--- src/rtl/sacc_pkg.sv ---
package sacc_pkg;
    typedef enum logic [1:0] {
        ST_IDLE = 2'd0,
        ST_FILL = 2'd1,
        ST_ACC  = 2'd2
    } sacc_state_e;

    function automatic int period_of(input int n);
        return 2 * n + 2;
    endfunction
endpackage

--- src/rtl/sacc_phase.sv ---
module sacc_phase #(
    parameter int P  = 34,
    parameter int PW = $clog2(P)
) (
    input  logic          clk,
    input  logic          rst_n,
    input  logic          clr,
    input  logic          en,
    output logic [PW-1:0] phase,
    output logic          last
);
    localparam logic [PW-1:0] LAST_PH = PW'(P - 1);

    assign last = (phase == LAST_PH);

    always_ff @(posedge clk or negedge rst_n) begin
        if (!rst_n)
            phase <= '0;
        else if (clr)
            phase <= '0;
        else if (en)
            phase <= last ? '0 : phase + 1'b1;
    end

    // the phase counter never leaves its period
    p_phase_range_r6: assert property (@(posedge clk) disable iff (!rst_n)
        phase <= LAST_PH);
endmodule

--- src/rtl/sacc_adder.sv ---
module sacc_adder (
    input  logic clk,
    input  logic rst_n,
    input  logic clr,
    input  logic en,
    input  logic word_start,
    input  logic a,
    input  logic b,
    output logic sum
);
    logic carry_q;
    logic cin;
    logic cout;

    always_comb begin
        cin  = word_start ? 1'b0 : carry_q;
        sum  = a ^ b ^ cin;
        cout = (a & b) | (cin & (a ^ b));
    end

    always_ff @(posedge clk or negedge rst_n) begin
        if (!rst_n)
            carry_q <= 1'b0;
        else if (clr || !en)
            carry_q <= 1'b0;
        else
            carry_q <= cout;
    end

    // at bit 0 of a word the saved carry takes no part in the sum
    p_carry_cut_r4: assert property (@(posedge clk) disable iff (!rst_n)
        (en && word_start) |-> (sum == (a ^ b)));
endmodule

--- src/rtl/sacc_chain.sv ---
module sacc_chain #(
    parameter int P = 34
) (
    input  logic         clk,
    input  logic         rst_n,
    input  logic         clr,
    input  logic         en,
    input  logic         din,
    output logic [P-1:0] q
);
    genvar gi;
    generate
        for (gi = 0; gi < P; gi++) begin : g_stage
            logic nxt;
            if (gi == P - 1) begin : g_top
                assign nxt = din;
            end else begin : g_mid
                assign nxt = q[gi+1];
            end
            always_ff @(posedge clk or negedge rst_n) begin
                if (!rst_n)
                    q[gi] <= 1'b0;
                else if (clr)
                    q[gi] <= 1'b0;
                else if (en)
                    q[gi] <= nxt;
            end
        end
    endgenerate

    // a clear leaves an empty chain behind it
    p_clr_zero_r2: assert property (@(posedge clk) disable iff (!rst_n)
        clr |=> (q == '0));
endmodule

--- src/rtl/sacc_accum.sv ---
module sacc_accum
    import sacc_pkg::*;
#(
    parameter int N     = 16,
    parameter int NET_W = 10
) (
    input  logic             clk,
    input  logic             rst_n,
    input  logic             clr,
    input  logic             in_bit,
    output logic [NET_W-1:0] net,
    output logic             net_vld
);
    localparam int P       = period_of(N);
    localparam int PW      = $clog2(P);
    localparam int NET_LSB = 2 * N - NET_W - 2;

    sacc_state_e   st_q, st_d;
    logic          en;
    logic          ph_last;
    logic [PW-1:0] phase;
    logic          sum_bit;
    logic [P-1:0]  chain_q;

    // state register
    always_ff @(posedge clk or negedge rst_n) begin
        if (!rst_n)
            st_q <= ST_IDLE;
        else
            st_q <= st_d;
    end

    // next state
    always_comb begin
        st_d = st_q;
        if (clr) begin
            st_d = ST_FILL;
        end else begin
            unique case (st_q)
                ST_IDLE: st_d = ST_IDLE;
                ST_FILL: st_d = ph_last ? ST_ACC : ST_FILL;
                ST_ACC:  st_d = ST_ACC;
                default: st_d = ST_IDLE;
            endcase
        end
    end

    // outputs
    always_comb begin
        en      = (st_q != ST_IDLE) && !clr;
        net_vld = (st_q == ST_ACC) && (phase == '0);
        net     = chain_q[NET_LSB +: NET_W];
    end

    sacc_phase #(.P(P), .PW(PW)) u_phase (
        .clk   (clk),
        .rst_n (rst_n),
        .clr   (clr),
        .en    (en),
        .phase (phase),
        .last  (ph_last)
    );

    sacc_adder u_add (
        .clk        (clk),
        .rst_n      (rst_n),
        .clr        (clr),
        .en         (en),
        .word_start (phase == '0),
        .a          (in_bit),
        .b          (chain_q[0]),
        .sum        (sum_bit)
    );

    sacc_chain #(.P(P)) u_chain (
        .clk   (clk),
        .rst_n (rst_n),
        .clr   (clr),
        .en    (en),
        .din   (sum_bit),
        .q     (chain_q)
    );

    // valid is a single-cycle pulse
    p_vld_single_r6: assert property (@(posedge clk) disable iff (!rst_n)
        net_vld |=> !net_vld);
    // valid rises only right after the last bit of a word
    p_vld_after_wrap_r6: assert property (@(posedge clk) disable iff (!rst_n)
        $rose(net_vld) |-> $past(ph_last));
    // idle never flags a net value
    p_idle_quiet_r7: assert property (@(posedge clk) disable iff (!rst_n)
        (st_q == ST_IDLE) |-> !net_vld);
    // clear always lands in the fill state
    p_fsm_clr_r8: assert property (@(posedge clk) disable iff (!rst_n)
        clr |=> (st_q == ST_FILL));
    // idle is left only by a clear
    p_fsm_idle_r8: assert property (@(posedge clk) disable iff (!rst_n)
        (st_q == ST_IDLE && !clr) |=> (st_q == ST_IDLE));
    // fill hands over to accumulate at a word boundary
    p_fsm_fill_r8: assert property (@(posedge clk) disable iff (!rst_n)
        (st_q == ST_ACC && $past(st_q) == ST_FILL) |-> (phase == '0));
endmodule

--- config.mk ---
export PLATFORM = sky130hd
export DESIGN_NAME = sacc_accum
export DESIGN_NICKNAME = d
export VERILOG_FILES = /design/src/rtl/sacc_pkg.sv /design/src/rtl/sacc_phase.sv /design/src/rtl/sacc_adder.sv /design/src/rtl/sacc_chain.sv /design/src/rtl/sacc_accum.sv
export SDC_FILE = /design/constraint.sdc
export NUM_CORES = 1
export LEC_CHECK = 0
export ABC_AREA = 0
export BUFFER_PORTS_ARGS = -buffer_cell sky130_fd_sc_hd__buf_2
export CAP_MARGIN = 20
export CORE_MARGIN = 4
export CORE_UTILIZATION = 40
export DETAILED_ROUTE_END_ITERATION = 10
export HOLD_SLACK_MARGIN = 0.02
export MAX_ROUTING_LAYER = met4
export PLACE_DENSITY_LB_ADDON = 0.05
export REMOVE_ABC_BUFFERS = 1
export SLEW_MARGIN = 20
export SYNTH_ARGS = -nofsm -noshare
export SYNTH_HDL_FRONTEND = slang
export SYNTH_HIERARCHICAL = 1
export SYNTH_SLANG_ARGS = --single-unit
--- constraint.sdc ---
create_clock -name clk -period 2.1 [get_ports clk]
set_clock_uncertainty 0.2 [all_clocks]
set_input_delay 0.42 -clock clk [delete_from_list [all_inputs] [get_ports clk]]
set_output_delay 0.42 -clock clk [all_outputs]
set_load 0.03 [all_outputs]
==> results, run 1 <==
- A synthesized cell averages 11.7 um2.
- Measured along the x axis, the die boundary spans 79.6 um.
- The average via count per standard cell is 4.75.
- IR analysis of the VDD net gives a maximum drop of 0.474 mV.
- TritonCTS built the clock tree.
- Once the floorplan was initialized, standard cells occupied 42.3% of the core.
- The first TritonRoute pass finished after 4 iterations.
- Summed over all nets, the switching power comes to 332 uW.
- The HPWL after detailed placement is 2180 um.
- The worst-case setup slack after placement is 0.0105 ns.
- The largest net degree at the start of global routing is 44.
- In this run the tool buffered the top-level ports with 14 buffer cells.
- Per report_power, the sequential group accounts for 52.4% of the total.
- In this run the static leakage power is 0.00116 uW.
- The combinational cell fraction of total power is 6.8%.
- The final antenna-violating net count is 0.
- Walking the worst path, the cells encountered are or4_4 > nor4b_4 > buf_6.
- The die height is 79.6 um.
- The data arrival time at the worst-slack endpoint is 1.61 ns.
- The count of cells along the worst register-to-register path is 7.
- For this run, design rule violations remaining after detail routing come to 0.
- For this run, the slowest stage of the critical path takes 0.55 ns.
- STA classifies the critical path endpoint as an output pin.
- Pin placement for this block handled 15 I/O pins.
- The routed layout has 1222 vias.
- The number of global-route vias before repair came to 1262.
- Counting the buffers created by CTS gives 5.
- The H-tree depth is 2.
- 0 antenna diodes ended up in the layout.
- The wire length of the first global-routing pass is 5870 um.
- At the worst endpoint, the required time is 1.48 ns.
- The deepest clock path buffer count is 2.
- The cell-internal power is 1260 uW.
- Of the cells placed in the final design, the portion with a size suffix greater than 1 is 20.0%.
- The critical-path maximum fanout is 2.
- The total number of nets in the final design is 199.
- The first-iteration detailed-routing DRC count is 58.
- The non-filler instance count after layout is 257.
- Setup violations remaining at the end of the flow were counted as 1.
- Clock-pin slew was measured on the worst setup and hold paths at 0.08 ns.
- The final worst-path cycle share is 106%.
- The worst hold path belongs to the class in2reg.
- After floorplanning, the core was divided into 25 placement rows.
- In this run the tightest slew margin relative to its limit is 73.4%.
- After global routing the overflow that remains totals 0.
- The average wire per standard cell is 12.3 um.
- The count of endpoints failing hold in the final timing report is 0.
- Across all setup checks in the final design, the least slack found is -0.126 ns.
- At the end of the flow the core is filled with cells to 46.9%.
- Setup repair after global routing could not meet its margin everywhere.
- The worst hold path passes through 2 cells.
- For the pin with the worst max-slew slack, the measured transition is 0.399 ns.
- The slowest cell on the critical path is sky130_fd_sc_hd__or4_4.
- The post-placement cell count is 247.
- The floorplan die area is 6340 um2.
- The clock latency reported for the late side of the worst-skew pair is 0.29 ns.
- Hold timing on the final database bottoms out at a slack of 0.240 ns.
- Timing would allow up to 449 MHz.
- The clock sink count is 43.
- The total wire length is 3170 um.
- Net switching is 20.9% of the power.
- The region available for standard cell placement spans 4850 um2.
- During synthesis, Yosys emitted a total of 6 warnings.
- The tool flagged a number of max-cap violations equal to 0.
- Setup total negative slack on the finished layout was measured at -0.126 ns.
- The number of antenna violations at the first check in global routing was 0.
- The flow ran to the end, but the final reports show violations.
- The path type of the worst setup path is reg2out.
- Routability-driven placement finished with a final weighted congestion of 0.739.
- Clock tree synthesis selected as its root buffer the cell sky130_fd_sc_hd__clkbuf_8.
- Counting I/O delays and the setup requirement, the final critical path takes 2.23 ns.
- Power spread over the standard cell area amounts to 700 nW/um2.
- STA classifies the critical path startpoint as a flop.
- In this run, the clock network consumes 40.8% of the power.
- The checks that failed: negative setup slack.
- The area of the mapped netlist is 2050 um2.
- The gate count after technology mapping is 176.
- The global-route usage over all layers is 12.1%.
- The count of final max-slew check failures was 0.
- Compared with the post-synthesis result, the final layout area differs by 10.8%.
## final timing paths
| kind | end | slack (ns) | from |
|---|---|---|---|
| worst max-delay path | net_vld | -0.13 | u_phase/phase[1]$_DFFE_PN0P_ |
| worst min-delay path | st_q[1]$_DFF_PN0_ | 0.24 | clr |
| worst max register to register | u_chain/g_stage[32].nxt$_DFFE_PN0P_ | 0.01 | u_phase/phase[1]$_DFFE_PN0P_ |
| worst min register to register | u_chain/g_stage[3].nxt$_DFFE_PN0P_ | 0.33 | u_chain/g_stage[3].nxt$_DFFE_PN0P_ |
| max in group asynchronous | u_chain/g_stage[16].nxt$_DFFE_PN0P_ | 1.06 | rst_n |
| min in group asynchronous | u_phase/phase[5]$_DFFE_PN0P_ | 0.43 | rst_n |
## registers in the layout (all words and copies together), names as in the netlist
name                 cells
u_chain/q                1
u_add/carry_q            1
st_q                     2
u_phase/phase            6
u_chain/g_stage.nxt     33
## layout by cell type (no fill, tap or decap), types with 2 or more instances in the layout
master,count
sky130_fd_sc_hd__clkbuf_8,6
sky130_fd_sc_hd__dfrtp_1,43
sky130_fd_sc_hd__buf_4,9
sky130_fd_sc_hd__a21oi_1,4
sky130_fd_sc_hd__inv_1,7
sky130_fd_sc_hd__ha_1,5
sky130_fd_sc_hd__nor2b_1,2
sky130_fd_sc_hd__nand2b_1,3
sky130_fd_sc_hd__o21ai_0,3
sky130_fd_sc_hd__mux2i_1,34
sky130_fd_sc_hd__xor2_1,2
sky130_fd_sc_hd__buf_2,13
sky130_fd_sc_hd__nand2_1,3
sky130_fd_sc_hd__nor2_1,36
## cell type report
type / count / area (um2)
well taps: 67 / 83.8
clock inverters: 2 / 35.0
repair buffers: 25 / 174
multi-input cells: 107 / 796
clock buffers: 6 / 82.6
fillers: 456 / 2570
flip-flops and latches: 43 / 1080
inverters: 7 / 26.3
## per-layer routing
metal | wire length, um | part of all wire (%) | up-vias | global-route usage (%)
met4 | 29 | 0.92 | 0 | 4.12
li1 | - | - | 601 | -
met1 | 1500 | 47 | 604 | 15.0
met3 | 95 | 3.0 | 4 | 3.39
met5 | 0 | 0 | - | -
met2 | 1540 | 49 | 13 | 19.1
## through the flow
step | cell area, um2 | total power (uW)
3_5_place_dp | 2120 | 958
5_1_grt | 2270 | 1680
3_3_place_gp | 2120 | 955
4_1_cts | 2260 | 1620
6_report | 2270 | 1590
2_1_floorplan | 1880 | 906
## power groups by stage
stage                     Sequential, uW  Clock [uW]  Combinational [uW]
after global placement               851           0                 104
final                                835         650                 107
after floorplan                      854           0                52.4
after CTS                            835         678                 109
after detailed placement             851           0                 106
after global routing                 836         722                 120
## critical path: cells and delay by family, from the launching register on
kind | cells | cell delay [ns]
buffers and inverters | 1 | 0.16
DFF | 1 | 0.38
and+or+nand+nor | 2 | 0.78
## repair_timing
item                       4_1_cts  5_1_grt
hold endpoints to repair        43        0
gates cloned                     0        0
buffers inserted                 1        0
setup endpoints to repair        2        2
hold buffers                     1        0
resized for setup                1        2
pin swaps                        1        0
Note: power is estimated with default switching activity, not from simulation.
==> inputs of run 2 (changes only) <==
RECOVER_POWER = 50   (was not set)
==> run 2 against run 1 <==
  * Sequential cell count did not move
  * Clock-buffer cell count unchanged
  * The flow still finishes with violations (negative setup slack)
  * Global-route usage stayed put
  * Combinational power hardly changed
  * Clock power is essentially flat
  * Routed wire length up 0.22%
  * Die area did not move
==> results, run 2 (synthesized netlist as in run 1, its figures left out) <==
- The final worst-path cycle share came to 106% (about the same).
- The number of antenna violations at the first check in global routing was 0 (unchanged).
- The routed length on met3 was 95 um (unchanged).
- The clock transition at the registers of the reported paths is 0.08 ns (about the same).
- The diode insertion count for antenna repair is 0 (unchanged).
- The total number of vias was 1224 (+0.16%).
- The cell leakage power was 0.00113 uW (-2.0%).
- The power density of the placed cells is 705 nW/um2 (+0.68%).
- The number of flip-flops in the largest register is 33 (unchanged).
- The transition at the pin with the smallest max-transition slack is 1.05 ns (+0.651 ns).
- From synthesis to final layout, the design area changed by 9.82%.
- The total met2 wirelength after detailed routing is 1540 um (about the same).
- The total number of nets in the final design is 199 (unchanged).
- The data arrival time at the worst-slack endpoint is 1.61 ns (about the same).
- The achievable frequency is 449 MHz (about the same).
- The number of max-cap violations came to 0 (unchanged).
- The worst-case vdd ir drop was 0.474 mV (about the same).
- The first-iteration detailed-routing DRC count is 63 (+8.6%).
- The biggest cell delay along the critical path is 0.55 ns (about the same).
- The deepest clock path buffer count is 2 (unchanged).
- The global-route congestion overflow total is 0 (unchanged).
- The residual DRC count is 0 (unchanged).
- The time the worst path needs with I/O delays and setup is 2.23 ns (+0.0000160 ns).
- In this design, the largest share of critical-path delay is due to simple AND/OR/NAND/NOR gates.
- The endpoint class of the critical path is an output pin.
- In the layout the commonest cells are 43 x sky130_fd_sc_hd__dfrtp_1, 36 x sky130_fd_sc_hd__nor2_1, 34 x sky130_fd_sc_hd__mux2i_1.
- The global-route usage over all layers is 12.1% (unchanged).
- The tightest min-delay check is of the in2reg type.
- The final antenna-violating net count is 0 (unchanged).
- The worst path required time was 1.48 ns (about the same).
- Walking the worst path, the cells encountered are or4_4 > nor4b_4 > buf_6.
- The count of buffering cells on the critical path with inverters included is 1 (unchanged).
- The startpoint kind of the worst setup timing path is a flop.
- The top-level I/O count was 15 (unchanged).
- The routability congestion estimate from global placement was 0.739 (unchanged).
- The count of endpoints failing hold in the final timing report is 0 (unchanged).
- The most common library cell in the layout ignoring fill and taps is sky130_fd_sc_hd__dfrtp_1.
- The run finished, with violations left.
- The TritonCTS buffer count is 5 (unchanged).
- The clock sink count was 43 (unchanged).
- The post-placement cell count came to 247 (unchanged).
- The number of setup violations in the final report was 1 (unchanged).
- The floorplan die area is 6340 um2 (unchanged).
- The remaining max-slew budget at the tightest pin is 29.9% (-43 points).
- The total number of placement rows is 25 (unchanged).
- The wire length the detailed router placed on met1 is 1510 um (+0.53%).
- The largest net degree at the start of global routing is 44 (unchanged).
- The total iterations of the first detailed-routing run came to 4 (unchanged).
- The path type of the worst setup path is reg2out.
- The wire length of the first global-routing pass is 5870 um (unchanged).
- For this design, the slowest cell found on the critical path is sky130_fd_sc_hd__or4_4.
- The number of global-route vias before repair is 1262 (unchanged).
- The detailed-placement wirelength estimate is 2180 um (unchanged).
- The filler cell count in the final layout is 461 (+1.1%).
- The root buffer cell chosen for the clock tree is sky130_fd_sc_hd__clkbuf_8.
- The critical-path maximum fanout was 2 (unchanged).
- The total wire length is 3170 um (+0.22%).
- The share of layout cells above drive strength 1 is 17.9% (-2.1 points).
- Setup repair after global routing could not meet its margin everywhere.
- The initial core utilization is 42.3% (unchanged).
- The average via count per standard cell is 4.76 (+0.16%).
- The final sum of negative setup slack is -0.126 ns (-0.0000160 ns).
- TritonCTS built the clock tree.
- The quantity of I/O buffers inserted on ports came to 14 (unchanged).
- The core outline area is 4850 um2 (unchanged).
- The minimum setup slack in the final design was -0.126 ns (-0.0000160 ns).
- The non-filler instance count after layout is 257 (unchanged).
- The count of final max-slew check failures is 0 (unchanged).
- The clock latency reported for the late side of the worst-skew pair is 0.29 ns (about the same).
- The checks that failed: negative setup slack.
- The die height was 79.6 um (unchanged).
- The H-tree depth is 2 (unchanged).
- The average wire per standard cell is 12.3 um (+0.22%).
- The width of the chip is 79.6 um (unchanged).
- The highest metal layer with signal wires is met4.
==> run 2: changes by cell type in the layout (fill, tap and decap cells not counted) <==
cell / previous run / this run
sky130_fd_sc_hd__clkbuf_2: 0 / 1
sky130_fd_sc_hd__buf_2: 13 / 9
sky130_fd_sc_hd__clkbuf_1: 0 / 4
sky130_fd_sc_hd__buf_12: 1 / 0
==> run 2: path summary, 6_finish.rpt <==
path / slack [ns] / endpoint / cells after the start / from
setup / recovery: -0.13 / net_vld / 3 / u_phase/phase[1]$_DFFE_PN0P_
hold / removal: 0.24 / st_q[1]$_DFF_PN0_ / 2 / clr
setup reg to reg: 0.01 / u_chain/g_stage[32].nxt$_DFFE_PN0P_ / 7 / u_phase/phase[1]$_DFFE_PN0P_
hold reg to reg: 0.33 / u_chain/g_stage[3].nxt$_DFFE_PN0P_ / 2 / u_chain/g_stage[3].nxt$_DFFE_PN0P_
max in group asynchronous: 0.32 / u_chain/g_stage[16].nxt$_DFFE_PN0P_ / 3 / rst_n
min in group asynchronous: 0.73 / u_phase/phase[5]$_DFFE_PN0P_ / 3 / rst_n
==> run 2: metrics by stage <==
stage          utilization, %  hold WS (ns)  worst slack [ns]  total power (uW)  cell area (um2)
3_3_place_gp             43.8         0.211            0.0654               955             2120
4_1_cts                  46.6         0.228            -0.144              1620             2260
5_1_grt                  46.5         0.233            -0.208              1670             2250
2_1_floorplan               -       -0.0756             -1.99               906             1880
3_5_place_dp             43.8         0.214            0.0105               958             2120
6_report                 46.5         0.240            -0.126              1590             2250
==> run 2: power by group <==
group / switching (uW) / internal [uW] / total [uW]
logic: 64.2 / 39.3 / 104
clock network: 266 / 385 / 650
registers: 2.57 / 832 / 835
total: 332 / 1260 / 1590
==> run 2: layout make-up <==
type,instances,area [um2],area share (%)
timing repair buffer,25,154,6.83
clock inverter,2,35.0,1.55
sequential,43,1080,47.8
tap,67,83.8,3.72
multi-input combinational,107,796,35.3
clock buffer,6,82.6,3.66
inverter,7,26.3,1.17
==> run 2: repair_timing <==
item	4_1_cts	5_1_grt
hold buffers	1	0
setup buffers	1	0
hold endpoints to repair	43	0
resized for setup	1	2
endpoints found under the setup margin	2	2
pin swaps	1	0
cloned	0	0
==> run 2: routing by layer <==
metal	track usage [%]	vias to the layer above
li1	-	601
met1	15.0	606
met2	19.1	13
met5	-	-
met4	4.12	0
met3	3.39	4
